===== src/rtl/dma_pkg.sv =====
package dma_pkg;
  typedef enum logic [2:0] {
    ST_IDLE,
    ST_XFER,
    ST_FWAIT,
    ST_FILL,
    ST_COPY
  } dma_state_e;

  localparam logic [1:0] MODE_XFER = 2'd0;
  localparam logic [1:0] MODE_FILL = 2'd1;
  localparam logic [1:0] MODE_COPY = 2'd2;

  localparam logic [1:0] TGT_VRAM  = 2'd0;
  localparam logic [1:0] TGT_CRAM  = 2'd1;
  localparam logic [1:0] TGT_VSRAM = 2'd2;
endpackage


===== src/rtl/dma_src_ptr.sv =====
module dma_src_ptr #(
  parameter int REG_BW = 8
) (
  input  logic                  clk_i,
  input  logic                  rst_ni,
  input  logic                  load_i,
  input  logic [2*REG_BW-1:0]   lo_i,
  input  logic [REG_BW-1:0]     hi_i,
  input  logic                  adv_i,
  output logic [2*REG_BW-1:0]   lo_o,
  output logic [REG_BW-1:0]     hi_o
);
  localparam int LW = 2 * REG_BW;

  logic [LW-1:0]     lo_q;
  logic [REG_BW-1:0] hi_q;

  // carry stops at the two low bytes; high byte is load-only
  always_ff @(posedge clk_i or negedge rst_ni) begin
    if (!rst_ni) begin
      lo_q <= '0;
      hi_q <= '0;
    end else if (load_i) begin
      lo_q <= lo_i;
      hi_q <= hi_i;
    end else if (adv_i) begin
      lo_q <= lo_q + LW'(1);
    end
  end

  assign lo_o = lo_q;
  assign hi_o = hi_q;

  assert_hi_fixed_R3: assert property (@(posedge clk_i) disable iff (!rst_ni)
    !load_i |=> $stable(hi_q));
endmodule


===== src/rtl/dma_len_cnt.sv =====
module dma_len_cnt #(
  parameter int REG_BW = 8
) (
  input  logic                clk_i,
  input  logic                rst_ni,
  input  logic                load_i,
  input  logic [2*REG_BW-1:0] len_i,
  input  logic                dec_i,
  output logic                last_o
);
  logic [REG_BW-1:0] lo_q, hi_q, lo_n, hi_n;

  always_comb begin
    lo_n = lo_q - REG_BW'(1);
    hi_n = (lo_q == '0) ? hi_q - REG_BW'(1) : hi_q;
  end

  always_ff @(posedge clk_i or negedge rst_ni) begin
    if (!rst_ni) begin
      lo_q <= '0;
      hi_q <= '0;
    end else if (load_i) begin
      lo_q <= len_i[REG_BW-1:0];
      hi_q <= len_i[2*REG_BW-1:REG_BW];
    end else if (dec_i) begin
      lo_q <= lo_n;
      hi_q <= hi_n;
    end
  end

  assign last_o = (lo_n == '0) && (hi_n == '0);

  assert_borrow_R11: assert property (@(posedge clk_i) disable iff (!rst_ni)
    (dec_i && !load_i && lo_q == '0) |=> hi_q == REG_BW'($past(hi_q) - REG_BW'(1)));
  assert_lo_step_R11: assert property (@(posedge clk_i) disable iff (!rst_ni)
    (dec_i && !load_i) |=> lo_q != $past(lo_q));
endmodule


===== src/rtl/dma_lane_pack.sv =====
module dma_lane_pack #(
  parameter int DW = 16
) (
  input  logic [DW-1:0]   word_i,
  input  logic            swap_i,
  input  logic            byte_mode_i,
  input  logic [DW/2-1:0] byte_i,
  input  logic            hi_lane_i,
  output logic [DW-1:0]   data_o,
  output logic [1:0]      be_o
);
  localparam int BW = DW / 2;

  always_comb begin
    if (byte_mode_i) begin
      data_o = {byte_i, byte_i};
      be_o   = hi_lane_i ? 2'b10 : 2'b01;
    end else begin
      data_o = swap_i ? {word_i[BW-1:0], word_i[DW-1:BW]} : word_i;
      be_o   = 2'b11;
    end
  end
endmodule


===== src/rtl/vram_dma_engine.sv =====
module vram_dma_engine
  import dma_pkg::*;
#(
  parameter int                REG_BW   = 8,
  parameter int                DST_AW   = 16,
  parameter logic [DST_AW-1:0] CRAM_MAX = 'h7F
) (
  input  logic                clk_i,
  input  logic                rst_ni,
  input  logic                en_i,
  input  logic                start_i,
  input  logic [1:0]          mode_i,
  input  logic [1:0]          tgt_i,
  input  logic [2*REG_BW-1:0] src_lo_i,
  input  logic [REG_BW-1:0]   src_hi_i,
  input  logic [2*REG_BW-1:0] len_i,
  input  logic [DST_AW-1:0]   dst_i,
  input  logic [REG_BW-1:0]   inc_i,
  input  logic                dport_we_i,
  input  logic [REG_BW-1:0]   dport_byte_i,
  output logic                mem_req_o,
  output logic [3*REG_BW:0]   mem_addr_o,
  input  logic                mem_ack_i,
  input  logic [2*REG_BW-1:0] mem_rdata_i,
  output logic [2*REG_BW-1:0] vram_raddr_o,
  input  logic [2*REG_BW-1:0] vram_rdata_i,
  output logic                wr_o,
  output logic [1:0]          wr_tgt_o,
  output logic [DST_AW-1:0]   wr_addr_o,
  output logic [2*REG_BW-1:0] wr_data_o,
  output logic [1:0]          wr_be_o,
  output logic                busy_o
);
  localparam int DW = 2 * REG_BW;

  dma_state_e        state_q, state_d;
  logic              pend_q;
  logic [1:0]        tgt_q;
  logic [DST_AW-1:0] dst_q;
  logic [REG_BW-1:0] inc_q, fill_q;
  logic              busy_q;

  logic [DW-1:0]     src_lo;
  logic [REG_BW-1:0] src_hi;
  logic              len_last;

  logic accept, issue, xfer_done, cram_abort;
  logic step_x, step_f, step_c, step, arm;
  logic [REG_BW-1:0] copy_byte, lane_byte;

  always_comb begin
    accept     = start_i && (state_q == ST_IDLE) && (mode_i != 2'd3);
    issue      = (state_q == ST_XFER) && !pend_q && en_i;
    xfer_done  = (state_q == ST_XFER) && pend_q && mem_ack_i;
    cram_abort = xfer_done && (tgt_q == TGT_CRAM) && (dst_q > CRAM_MAX);
    step_x     = xfer_done && !cram_abort;
    step_f     = (state_q == ST_FILL) && en_i;
    step_c     = (state_q == ST_COPY) && en_i;
    step       = step_x || step_f || step_c;
    arm        = (state_q == ST_FWAIT) && dport_we_i;
  end

  always_comb begin
    state_d = state_q;
    unique case (state_q)
      ST_IDLE: if (accept) begin
        unique case (mode_i)
          MODE_XFER: state_d = ST_XFER;
          MODE_FILL: state_d = ST_FWAIT;
          default:   state_d = ST_COPY;
        endcase
      end
      ST_XFER: if (cram_abort || (step_x && len_last)) state_d = ST_IDLE;
      ST_FWAIT: if (arm) state_d = ST_FILL;
      ST_FILL, ST_COPY: if (step && len_last) state_d = ST_IDLE;
      default: state_d = ST_IDLE;
    endcase
  end

  always_ff @(posedge clk_i or negedge rst_ni) begin
    if (!rst_ni) begin
      state_q <= ST_IDLE;
      pend_q  <= 1'b0;
      tgt_q   <= TGT_VRAM;
      dst_q   <= '0;
      inc_q   <= '0;
      fill_q  <= '0;
      busy_q  <= 1'b0;
    end else begin
      state_q <= state_d;
      busy_q  <= (state_d == ST_XFER) || (state_d == ST_FILL) || (state_d == ST_COPY);
      if (accept) pend_q <= 1'b0;
      else if (issue) pend_q <= 1'b1;
      else if (xfer_done) pend_q <= 1'b0;
      if (accept) begin
        tgt_q <= tgt_i;
        inc_q <= inc_i;
        dst_q <= dst_i;
      end else if (step) begin
        dst_q <= dst_q + DST_AW'(inc_q);
      end
      if (arm) fill_q <= dport_byte_i;
    end
  end

  dma_src_ptr #(.REG_BW(REG_BW)) u_src (
    .clk_i  (clk_i),
    .rst_ni (rst_ni),
    .load_i (accept),
    .lo_i   (src_lo_i),
    .hi_i   (src_hi_i),
    .adv_i  (step_x || step_c),
    .lo_o   (src_lo),
    .hi_o   (src_hi)
  );

  dma_len_cnt #(.REG_BW(REG_BW)) u_len (
    .clk_i  (clk_i),
    .rst_ni (rst_ni),
    .load_i (accept),
    .len_i  (len_i),
    .dec_i  (step),
    .last_o (len_last)
  );

  // copy source: even byte address holds the high byte of the word
  assign copy_byte = src_lo[0] ? vram_rdata_i[REG_BW-1:0] : vram_rdata_i[DW-1:REG_BW];

  always_comb begin
    if (arm)                      lane_byte = dport_byte_i;
    else if (state_q == ST_FILL)  lane_byte = fill_q;
    else                          lane_byte = copy_byte;
  end

  dma_lane_pack #(.DW(DW)) u_pack (
    .word_i      (mem_rdata_i),
    .swap_i      ((tgt_q == TGT_VRAM) && dst_q[0]),
    .byte_mode_i (state_q != ST_XFER),
    .byte_i      (lane_byte),
    .hi_lane_i   ((state_q == ST_FILL) ? dst_q[0] : ~dst_q[0]),
    .data_o      (wr_data_o),
    .be_o        (wr_be_o)
  );

  assign wr_o         = step || arm;
  assign wr_tgt_o     = (state_q == ST_XFER) ? tgt_q : TGT_VRAM;
  assign wr_addr_o    = dst_q;
  assign mem_req_o    = pend_q;
  assign mem_addr_o   = {src_hi, src_lo, 1'b0};
  assign vram_raddr_o = src_lo;
  assign busy_o       = busy_q;

  assert_idle_quiet_R1: assert property (@(posedge clk_i) disable iff (!rst_ni)
    (state_q == ST_IDLE) |-> (!wr_o && !mem_req_o));
  assert_req_hold_R4: assert property (@(posedge clk_i) disable iff (!rst_ni)
    (mem_req_o && !mem_ack_i) |=> mem_req_o);
  assert_cram_limit_R6: assert property (@(posedge clk_i) disable iff (!rst_ni)
    (wr_o && wr_tgt_o == TGT_CRAM) |-> (wr_addr_o <= CRAM_MAX));
  assert_wait_quiet_R7: assert property (@(posedge clk_i) disable iff (!rst_ni)
    (state_q == ST_FWAIT && !dport_we_i) |-> (!wr_o && !busy_o));
  assert_one_lane_R8: assert property (@(posedge clk_i) disable iff (!rst_ni)
    (wr_o && state_q != ST_XFER) |-> ($countones(wr_be_o) == 1));
  assert_gate_R13: assert property (@(posedge clk_i) disable iff (!rst_ni)
    (!en_i && (state_q == ST_FILL || state_q == ST_COPY)) |-> !wr_o);
endmodule


===== config.mk =====
export PLATFORM = sky130hd
export DESIGN_NAME = vram_dma_engine
export DESIGN_NICKNAME = d
export VERILOG_FILES = /design/src/rtl/dma_pkg.sv /design/src/rtl/dma_src_ptr.sv /design/src/rtl/dma_len_cnt.sv /design/src/rtl/dma_lane_pack.sv /design/src/rtl/vram_dma_engine.sv
export SDC_FILE = /design/constraint.sdc
export NUM_CORES = 1
export LEC_CHECK = 0
export BUFFER_PORTS_ARGS = -buffer_cell sky130_fd_sc_hd__buf_2
export CAP_MARGIN = 10
export CORE_ASPECT_RATIO = 1.75
export CORE_MARGIN = 1.5
export CORE_UTILIZATION = 40
export DETAILED_ROUTE_END_ITERATION = 8
export GPL_TIMING_DRIVEN = 0
export HOLD_SLACK_MARGIN = 0.02
export PLACE_DENSITY_LB_ADDON = 0.08
export SLEW_MARGIN = 0
export SYNTH_ARGS = -nofsm -noshare
export SYNTH_HDL_FRONTEND = slang
export SYNTH_SLANG_ARGS = --single-unit

===== constraint.sdc =====
create_clock -name clk_i -period 2.35 [get_ports clk_i]
set_input_delay 0.3525 -clock clk_i [delete_from_list [all_inputs] [get_ports clk_i]]
set_output_delay 0.3525 -clock clk_i [all_outputs]
set_load 0.01 [all_outputs]

Word-level counts from Yosys, hierarchy flattened
Cells that the tools add are included.
W data, S select, Z words.

word-level totals
  register bits = 79
  input bits = 114
  output and inout port bits = 80
  logic and storage cells = 90

cells by class
  add/subtract/negate cells = 4
  order comparisons = 1
  equal/unequal tests = 11
  muxes and demuxes = 27
  bitwise gates (word level) = 1
  reduce and logical (&&, ||, !) cells = 35

operator list
  kind                     count
  $mux W16                 6
  $mux W8                  8
  $logic_not A8 Y1         3
  $add A16 B1 Y16 const B  1
  $add A16 B8 Y16          1
  $gt A16 B7 Y1 const B    1
  $logic_and A1 B1 Y1      16
  $sub A8 B1 Y8 const B    2
  $mux W3                  4
  $pmux W3 S4              1
  $eq A3 B2 Y1 const B     3
  $logic_or A1 B1 Y1       7
  $eq A3 B1 Y1 const B     2
  $eq A3 B3 Y1 const B     2
  $mux W2                  3
  $pmux W3 S2              1
  $eq A2 B1 Y1 const B     2
  $logic_not A2 Y1         2
  $mux W1                  4
  $reduce_bool A2 Y1       2
  $logic_not A3 Y1         1
  $ne A3 B1 Y1 const B     1
  $reduce_bool A3 Y1       1
  $logic_not A1 Y1         2
  other kinds (3)          3

Depth between registers and ports, before layout
Gate-level depths: netlist (run 1).

  depth after elaboration = 15
  gate-level depth with buffers = 10
  depth with buffers taken out = 10

Hierarchy
From an unflattened synthesis (run 1), not the netlist that was laid out.

second synthesis, totals
  cell total of the unflattened synthesis = 602
  area total of the unflattened synthesis = 5358.9 um2

by module, submodules not included
  module           times used  cells each  area an instance (um2)  seq. area each (um2)
  vram_dma_engine  1           312         2562.5                  975.9
  dma_src_ptr      1           117         1194.9                  600.6
  dma_len_cnt      1           135         1152.4                  400.4
  dma_lane_pack    1           38          449.2                   0.0

Worst setup path before layout (run 1)
No wires, ideal clock.

  path type = flip-flop to flip-flop
  start = register dst_q[8] (netlist: wr_addr_o[8])
  end = register u_src.lo_q[15] (netlist: u_src.lo_o[15])
  arrival = 2.028 ns
  data required time = 2.220 ns
  slack = 0.192 ns
  cell stages (with the launch flop) = 9
  path buffers = 1
  cell sequence = dfrtp_1 -> nor4_1 -> a311oi_1 -> o31ai_4 -> and4_1 -> buf_2 -> or3b_1 -> xor2_1 -> o21ai_1

on the way
  cells in the longest elaborated chain, start to end = 6

RTL lines
  element                       RTL line                source
  from (decl)                   vram_dma_engine.sv:39   logic [DST_AW-1:0] dst_q;
  from (signal assigned)        vram_dma_engine.sv:98   dst_q <= dst_i;
  from (signal assigned)        vram_dma_engine.sv:100  dst_q <= dst_q + DST_AW'(inc_q);
  $gt A16 B7 Y1                 vram_dma_engine.sv:55   cram_abort = xfer_done && (tgt_q == TGT_CRAM) && (dst_q > CRAM_MAX);
  $logic_and A1 B1 Y1           vram_dma_engine.sv:55
  $logic_not A1 Y1              vram_dma_engine.sv:56   step_x = xfer_done && !cram_abort;
  $logic_and A1 B1 Y1           vram_dma_engine.sv:56
  $logic_or A1 B1 Y1            vram_dma_engine.sv:112  .adv_i (step_x || step_c),
  $reduce_bool A2 Y1 (no line)  -
  to (signal assigned)          dma_src_ptr.sv:24       lo_q <= lo_i;
  to (signal assigned)          dma_src_ptr.sv:27       lo_q <= lo_q + LW'(1);
  to (decl)                     dma_src_ptr.sv:15       logic [LW-1:0] lo_q;

Every way passes these cells.
A chain may end at the register's enable or synchronous reset.

Worst setup path after layout (run 1)
  start = register dst_q[8] (netlist: wr_addr_o[8])
  end = output wr_o

on the way
  cells in the longest elaborated chain, start to end = 7

RTL lines
  element                           RTL line                source
  $gt A16 B7 Y1                     vram_dma_engine.sv:55
  $logic_and A1 B1 Y1               vram_dma_engine.sv:55
  $logic_not A1 Y1                  vram_dma_engine.sv:56
  $logic_and A1 B1 Y1               vram_dma_engine.sv:56
  $logic_or A1 B1 Y1 (2 in series)  vram_dma_engine.sv:59   step = step_x || step_f || step_c;
  $logic_or A1 B1 Y1                vram_dma_engine.sv:145  assign wr_o = step || arm;
  to (decl)                         vram_dma_engine.sv:27   output logic wr_o,

Every way passes these cells.

==> run metrics, run 1 <==
Crit Path Category=reg -> out; Layout fillers=roughly 1200; CP Data Required Time=approximately 2.0 ns; Starting Density=40.9%; Synth Cell Area=about 5000 µm²; ys async rst share=100%; hold depth=3; Synth Flop Type=dfrtp_1; vias per inst=5.25; CTS tree=done; Hold WC Path Type=in -> reg; fraction of the yosys area taken by sequential cells=38.7%; drt first pass iters=4; reg-to-reg endpoint=u_src.lo_o[15]$_DFFE_PN0P_; Slowest cell on crit path=dfrtp_2; Slew headroom=between 50% and 60%; Synth Instances=630; Synth Area in XOR/XNOR=between 6 and 7%; hold_sp=inc_i[7]; placed cell count=991; Routed WL per cell=16.4 µm; Slew @ Worst Pin=0.652 ns; final wirelength=16900 µm; Final setup viols=2; final std cells w/o fill=1027; Bufs on Longest Clock Path=2; clk_skew=0.00822 ns; post-DP HPWL=12400 µm; synth unique cells=55; WP buf/inv=2; unrepaired setup endpoints after global routing=true; Buffers on Ports=192; final worst setup slack=-0.0391 ns; first-pass GRT wire length=25500 µm; yosys warns=0; fin nets=982; R2R setup slack=-0.04 ns; Pwr Density=1450 nW/µm²; failing checks=negative setup slack; outcome=finished, violations left; EDFF count, synth=0; layout cells sized above 1=39.1%; vias in the first global route=5413; Worst path top cell family by delay=compound AO/OA/AOI/OAI gates; Ant. Diodes=0; Fin. Hold Viols=0; total congestion overflow=0; clock latency on the worst-skew pair=around 0.34 ns; most frequent cells in the layout=192 x buf_2, 150 x nand2_1, 72 x dfrtp_1; Ports=194; R2R depth=8; DIE AREA=13500 µm²; CP peak stage delay=0.43 ns; final setup TNS=-0.0767 ns; CTS Sinks=between 70 and 80; Routed Antenna Nets=0; hold path endpoint=inc_q[7]$_DFFE_PN0P_; crit-path cells=nor4_4 -> a311oi_2 -> o31ai_4 -> o21ai_2 -> buf_8 -> nand2b_4 -> buf_6; Syn Area/Cell=approximately 8 µm²; Starting DRT DRC Count=about 200; dpl ws=-0.406 ns; CTS root buf=clkbuf_16; Core Area=12500 µm²; VDD IR-drop max=752 µV; Residual DRC=0; Synth top area share=38.7%; Hold WS=0.197 ns; die width=88.5 µm; Fmax=around 420 MHz; total CTS buffers=9; Pleak=~3.4 nW; total number of vias=5389; commonest non-fill, non-tap cell in the layout=buf_2; largest family of logic cells by synthesized area=simple AND/OR/NAND/NOR gates; period utilisation layout=102%; largest fanout on the critical path=7; Synth area leader=dfrtp_1; Pwr Total=10.6 mW; largest cells by area after synthesis=dfrtp_1 39%, nand2_1 11%, o21ai_0 3.9%, nor2_1 3.7%, xnor2_1 3.4%; FP Rows=54; # Max-Cap Violations=0; initial antenna violation count=0; H-tree levels=3; area share of fa/ha/maj cells after synthesis=approximately 3.6%; post-synthesis mux area share=3.55%; pin count of the biggest net entering global routing=59; gpl congestion=approximately 0.90; Critical R2R Launch=wr_addr_o[8]$_DFFE_PN0P_; CP arrival=2.04 ns; syn nets=758; Yosys reg bits=79; Setup crit start kind=flop; Setup crit end kind=output pin; post-synthesis compound-gate area fraction=17.3%; max-slew violation count=0; total track usage=24.3%; Die Ht=153 µm; clk slew on worst S/H paths=roughly 0.070 ns; Final min period=2.39 ns; P&R area growth vs syn=42.5%; post-synthesis simple-gate area fraction=23.9%
==> sequential cells by signal (all words and copies together) (netlist names), 2 cells and up <==
| register | cells |
|---|---|
| fill_q | 8 |
| inc_q | 8 |
| state_q | 3 |
| tgt_q | 2 |
| u_len.hi_q | 8 |
| u_len.lo_q | 8 |
| u_src.hi_o | 8 |
| u_src.lo_o | 16 |
| wr_addr_o | 16 |
==> per-layer routing <==
metal	GRT usage [%]	wire length (µm)	vias up
met5	0	0	-
met4	11.9	621	0
met3	3.79	827	42
met2	44.9	9000	199
met1	25.8	6430	2546
li1	-	-	2602
==> cells in the mapped netlist (4+ instances only) <==
cell,instances
nor2_1,50
a211oi_1,19
nand4_1,11
nand2_1,152
nand3_1,20
mux2i_1,8
a31oi_1,24
a21oi_1,24
nor3_1,6
o21a_1,4
xor2_1,19
buf_4,17
ha_1,13
xnor2_1,20
clkbuf_1,32
dfrtp_1,79
inv_1,13
mux2_2,9
and3_1,7
nor2b_1,4
o21ai_0,40
and2_1,5
buf_2,4
==> timing repair <==
item                                    in CTS  in global routing
endpoints found under the setup margin      64                 67
hold endpoints to repair                    21                  0
hold buffers                                 1                  0
buffers inserted                            12                 13
resized for setup                           52                 74
pin swaps                                    7                 17
cloned                                       0                  1
==> area by class of cell <==
class / instances / area (µm²) / area share (%)
Inverter: 13 / 48.8 / 0.670
Buffer: 47 / 319 / 4.38
Clock inverter: 6 / 93.8 / 1.29
Tap cell: 168 / 210 / 2.89
Sequential cell: 79 / 1990 / 27.3
Clock buffer: 10 / 239 / 3.28
Multi-Input combinational cell: 484 / 3150 / 43.2
Timing Repair Buffer: 220 / 1240 / 17.0
==> worst register-to-register path: stages, from the launching register on <==
cell and delay [ns]:
dfrtp_2 0.43, nor4_4 0.30, a311oi_2 0.17, o31ai_4 0.35, buf_6 0.17, and4_4 0.22
or3b_4 0.39, xor2_1 0.15, o21ai_1 0.08
==> worst max-delay path by stage <==
| stage | start | to | slack [ns] | depth (start not counted) |
|---|---|---|---|---|
| 6_report | wr_addr_o[8]$_DFFE_PN0P_ | wr_o | -0.04 | 7 |
| 5_1_grt | wr_addr_o[8]$_DFFE_PN0P_ | u_src.lo_o[15]$_DFFE_PN0P_ | -0.10 | 8 |
| 4_1_cts | wr_addr_o[7]$_DFFE_PN0P_ | wr_o | -0.11 | 7 |
| 3_5_place_dp | state_q[2]$_DFF_PN0_ | u_src.hi_o[7]$_DFFE_PN0P_ | -0.41 | 7 |
| 3_3_place_gp | wr_addr_o[8]$_DFFE_PN0P_ | wr_o | -0.45 | 7 |
| 2_1_floorplan | wr_addr_o[8]$_DFFE_PN0P_ | u_src.lo_o[15]$_DFFE_PN0P_ | 0.19 | 8 |
==> through the flow <==
stage                     instance area, µm²  util [%]
final                                   7290      58.3
after global routing                    7290      58.3
after CTS                               6920      55.3
after detailed placement                6310      50.5
after global placement                  6280      50.3
after floorplan                         5110         -
==> logic make-up after synthesis <==
logic type               Yosys count
AND/OR/NAND/NOR                  275
AO/OA/AOI/OAI                    138
flip-flops                        79
buffers and inverters             67
XOR/XNOR                          39
multiplexers                      17
adder cells (fa/ha/maj)           14
other                              1
==> power breakdown <==
part	internal, mW	total, mW	switching, mW
Combinational	2.92	6.32	3.40
Clock	0.965	1.56	0.592
Sequential	2.01	2.71	0.702
Note: power is estimated with default switching activity, not from simulation.
==> run 2: changes to the inputs <==
--- a/config.mk
+++ b/config.mk
@@ -5,6 +5,7 @@
 export SDC_FILE = /design/constraint.sdc
 export NUM_CORES = 1
 export LEC_CHECK = 0
+export ABC_AREA = 1
 export BUFFER_PORTS_ARGS = -buffer_cell sky130_fd_sc_hd__buf_2
 export CAP_MARGIN = 10
 export CORE_ASPECT_RATIO = 1.75
@@ -14,6 +15,7 @@
 export GPL_TIMING_DRIVEN = 0
 export HOLD_SLACK_MARGIN = 0.02
 export PLACE_DENSITY_LB_ADDON = 0.08
+export REMOVE_ABC_BUFFERS = 1
 export SLEW_MARGIN = 0
 export SYNTH_ARGS = -nofsm -noshare
 export SYNTH_HDL_FRONTEND = slang
==> run 2 against run 1 <==
  * The run now ends clean
  * Register-to-register slack gained 0.17 ns
  * Final cell count is 14% higher
  * Clock-buffer cell count shrank 1
  * Fmax is 6.7% higher
  * First-iteration DRC count fell by 6.4%
  * Routed wire length shrank 2.7%
  * Synthesized area increased by 10%
  * Hold slack better by 0.0018 ns
  * Non-clock buffer count down 55
  * Design area shrank 2.1%
  * Largest cell class unchanged
  * Largest power group unchanged
==> run metrics, run 2 <==
Buffers on Ports=192; Synth Area in XOR/XNOR=2.17%; vias in the first global route=5521; post-DP HPWL=11800 µm; CP Data Required Time=2.00 ns; gpl congestion=0.835; internal power=5.05 mW; # Max-Cap Violations=0; Post-synth top cells=247 x nand2_1, 96 x nor2_1, 79 x dfrtp_1; CP peak stage delay=just under 0.5 ns; synth unique cells=47; post-synthesis mux area share=0%; area share of fa/ha/maj cells after synthesis=under 10%; Critical Path End=wr_data_o[15]; fraction of the yosys area taken by sequential cells=35.1%; Synth Flop Type=dfrtp_1; largest cells by area after synthesis=dfrtp_1 35%, nand2_1 16%, nor2_1 6.4%, o21ai_0 5.0%, inv_1 4.4%; CTS root buf=clkbuf_16; commonest non-fill, non-tap cell in the layout=nand2_1; total number of vias=5895; Starting Density=40.7%; drt first pass iters=5; Slew @ Worst Pin=0.629 ns; Routed Antenna Nets=0; Setup crit end kind=output pin; crit-path cells=nor3_4 -> nand2_2 -> inv_2 -> nand2_1 -> o21ai_0 -> nand2_1 -> o31ai_1 -> buf_2; Fmax=446 MHz; CTS tree=done; vias per inst=5.04; CP arrival=1.89 ns; reg-to-reg endpoint=wr_addr_o[9]$_DFFE_PN0P_; R2R setup slack=0.13 ns; Pleak=3.84 nW; yosys warns=0; dpl ws=-0.758 ns; P&R area growth vs syn=26.5%; Yosys reg bits=between 70 and 80; outcome=completed; Syn Area/Cell=6.98 µm²; largest family of logic cells by synthesized area=simple AND/OR/NAND/NOR gates; first-pass GRT wire length=roughly 26000 µm; unrepaired setup endpoints after global routing=true; FP Rows=57; Fin. Hold Viols=0; Bufs on Longest Clock Path=2; final wirelength=between 15000 and 20000 µm; post-synthesis compound-gate area fraction=16.6%; power share of the clock group=14.8%; Psw=just under 5 mW; total track usage=22.1%; max-slew violation count=0; total CTS buffers=9; R2R depth=9; initial antenna violation count=0; fin nets=1116; Hold WC Path Type=in -> reg; Final min period=2.24 ns; total congestion overflow=0; Synth area leader=dfrtp_1; placed cell count=1134; Synth Instances=between 800 and 900; top-count cell post-synth=nand2_1; Die Ht=160 µm; Core Area=~14000 µm²; Setup crit start kind=flop; period utilisation layout=95.3%; layout cells sized above 1=28.2%; Seq pwr share=a little over a quarter; H-tree levels=3; die width=a little over 90 µm; Synth top area share=35.1%; hold_sp=src_hi_i[1]; most frequent cells in the layout=246 x nand2_1, 191 x buf_2, 94 x nor2_1; Logic pwr share=58.2%; clock latency on the worst-skew pair=between 0.3 and 0.4 ns; Crit Path Category=reg -> out; final std cells w/o fill=1170; CTS Sinks=around 80; Slew headroom=approximately 58%; Synth Cell Area=5640 µm²; Critical R2R Launch=state_q[0]$_DFF_PN0_; DIE AREA=14800 µm²; post-synthesis simple-gate area fraction=roughly a third; critical path's most frequent cell=nand2_1; clk slew on worst S/H paths=0.07 ns; Slowest cell on crit path=dfrtp_2; Ant. Diodes=0; Pwr Density=1390 nW/µm²; Routed WL per cell=roughly 14 µm; Residual DRC=0; pin count of the biggest net entering global routing=52; Ports=194; VDD IR-drop max=around 560 µV; largest fanout on the critical path=8; final worst setup slack=0.110 ns; Final setup viols=0; clk_skew=0.0155 ns; Critical path origin=state_q[2]$_DFF_PN0_; ys async rst share=100%; Starting DRT DRC Count=190; Switching Share=49.2%; EDFF count, synth=0
==> run 2: changes by cell type in the layout (fill, tap and decap cells not counted), sizes merged, moves of 9 or more <==
cell    delta
nand2     +99
nand3     +30
buf       -36
o31ai     +15
xnor2     -14
a31oi     -16
a211oi    -15
clkbuf    -20
xor2      -11
nor2      +52
mux2       -9
o211ai    +13
inv       +61
o21ai     +30
==> run 2: area by class of cell <==
class / instances / area, µm²
fill: 1480 / 6700
multi-input combinational: 613 / 3150
sequential: 79 / 1980
timing repair buffer: 212 / 1170
inverter: 72 / 294
clock buffer: 9 / 225
tap: 177 / 221
clock inverter: 7 / 78.8
timing repair inverter: 1 / 5.00
==> run 2: critical path, delay by kind of cell, from the launching register on <==
family                 cells  cell delay, ns
flip-flops                 1            0.49
AO/OA/AOI/OAI              2            0.18
AND/OR/NAND/NOR            4            0.56
buffers and inverters      2            0.32
==> run 2: what timing repair did <==
| action | CTS | global route |
|---|---|---|
| setup buffers | 6 | 10 |
| pin swaps | 3 | 3 |
| hold buffers | 1 | 0 |
| cloned | 2 | 1 |
| endpoints found under the hold margin | 28 | 0 |
| gates resized for setup | 15 | 13 |
| setup endpoints to repair | 69 | 32 |
==> run 2: worst min path at each step <==
| stage | end | slack (ns) | cells after the start |
|---|---|---|---|
| 6_report | u_src.hi_o[1]$_DFFE_PN0P_ | 0.20 | 3 |
| 4_1_cts | u_src.hi_o[1]$_DFFE_PN0P_ | 0.19 | 3 |
| 3_3_place_gp | u_src.hi_o[6]$_DFFE_PN0P_ | 0.45 | 2 |
| 2_1_floorplan | busy_o$_DFF_PN0_ | 0.06 | 0 |
| 3_5_place_dp | u_src.hi_o[3]$_DFFE_PN0P_ | 0.32 | 1 |
| 5_1_grt | inc_q[4]$_DFFE_PN0P_ | 0.19 | 3 |
==> run 2: kinds of logic (layout without fill, tap and decap cells) <==
kind of cell / Yosys count / after routing
XOR/XNOR: 14 / 14
adder cells (fa/ha/maj): 14 / 14
flip-flops: 79 / 79
other: 1 / 1
buffers and inverters: 118 / 301
AND/OR/NAND/NOR: 435 / 436
AO/OA/AOI/OAI: 147 / 148
==> run 2: through the flow <==
| stage | hold WS, ns | setup TNS, ns | power, mW | area, µm² | utilization, % |
|---|---|---|---|---|---|
| after floorplan | 0.0569 | -21.85 | 6.39 | 5340 | - |
| after global placement | 0.455 | -111.22 | 8.19 | 6530 | 47.2 |
| after detailed placement | 0.323 | -26.00 | 8.28 | 6600 | 47.7 |
| after CTS | 0.191 | 0 | 9.94 | 7020 | 50.7 |
| after global routing | 0.193 | -0.119 | 10.9 | 7130 | 51.6 |
| final | 0.199 | 0 | 9.94 | 7130 | 51.6 |
==> run 2: power groups by stage <==
| stage | logic (mW) | registers [mW] | clock network, mW |
|---|---|---|---|
| floorplan | 3.65 | 2.74 | 0 |
| global placement | 5.53 | 2.66 | 0 |
| detailed placement | 5.62 | 2.66 | 0 |
| CTS | 5.76 | 2.67 | 1.51 |
| global route | 6.52 | 2.78 | 1.56 |
| finish | 5.78 | 2.68 | 1.47 |
==> run 2: per-layer routing <==
| layer | global-route usage (%) | wire length, µm | share of wire (%) | vias up |
|---|---|---|---|---|
| met1 | 25.2 | 6570 | 40 | 2692 |
| li1 | - | - | - | 2999 |
| met3 | 4.52 | 1020 | 6.2 | 21 |
| met5 | 0 | 0 | 0 | - |
| met4 | 6.68 | 302 | 1.8 | 0 |
| met2 | 40.4 | 8530 | 52 | 183 |
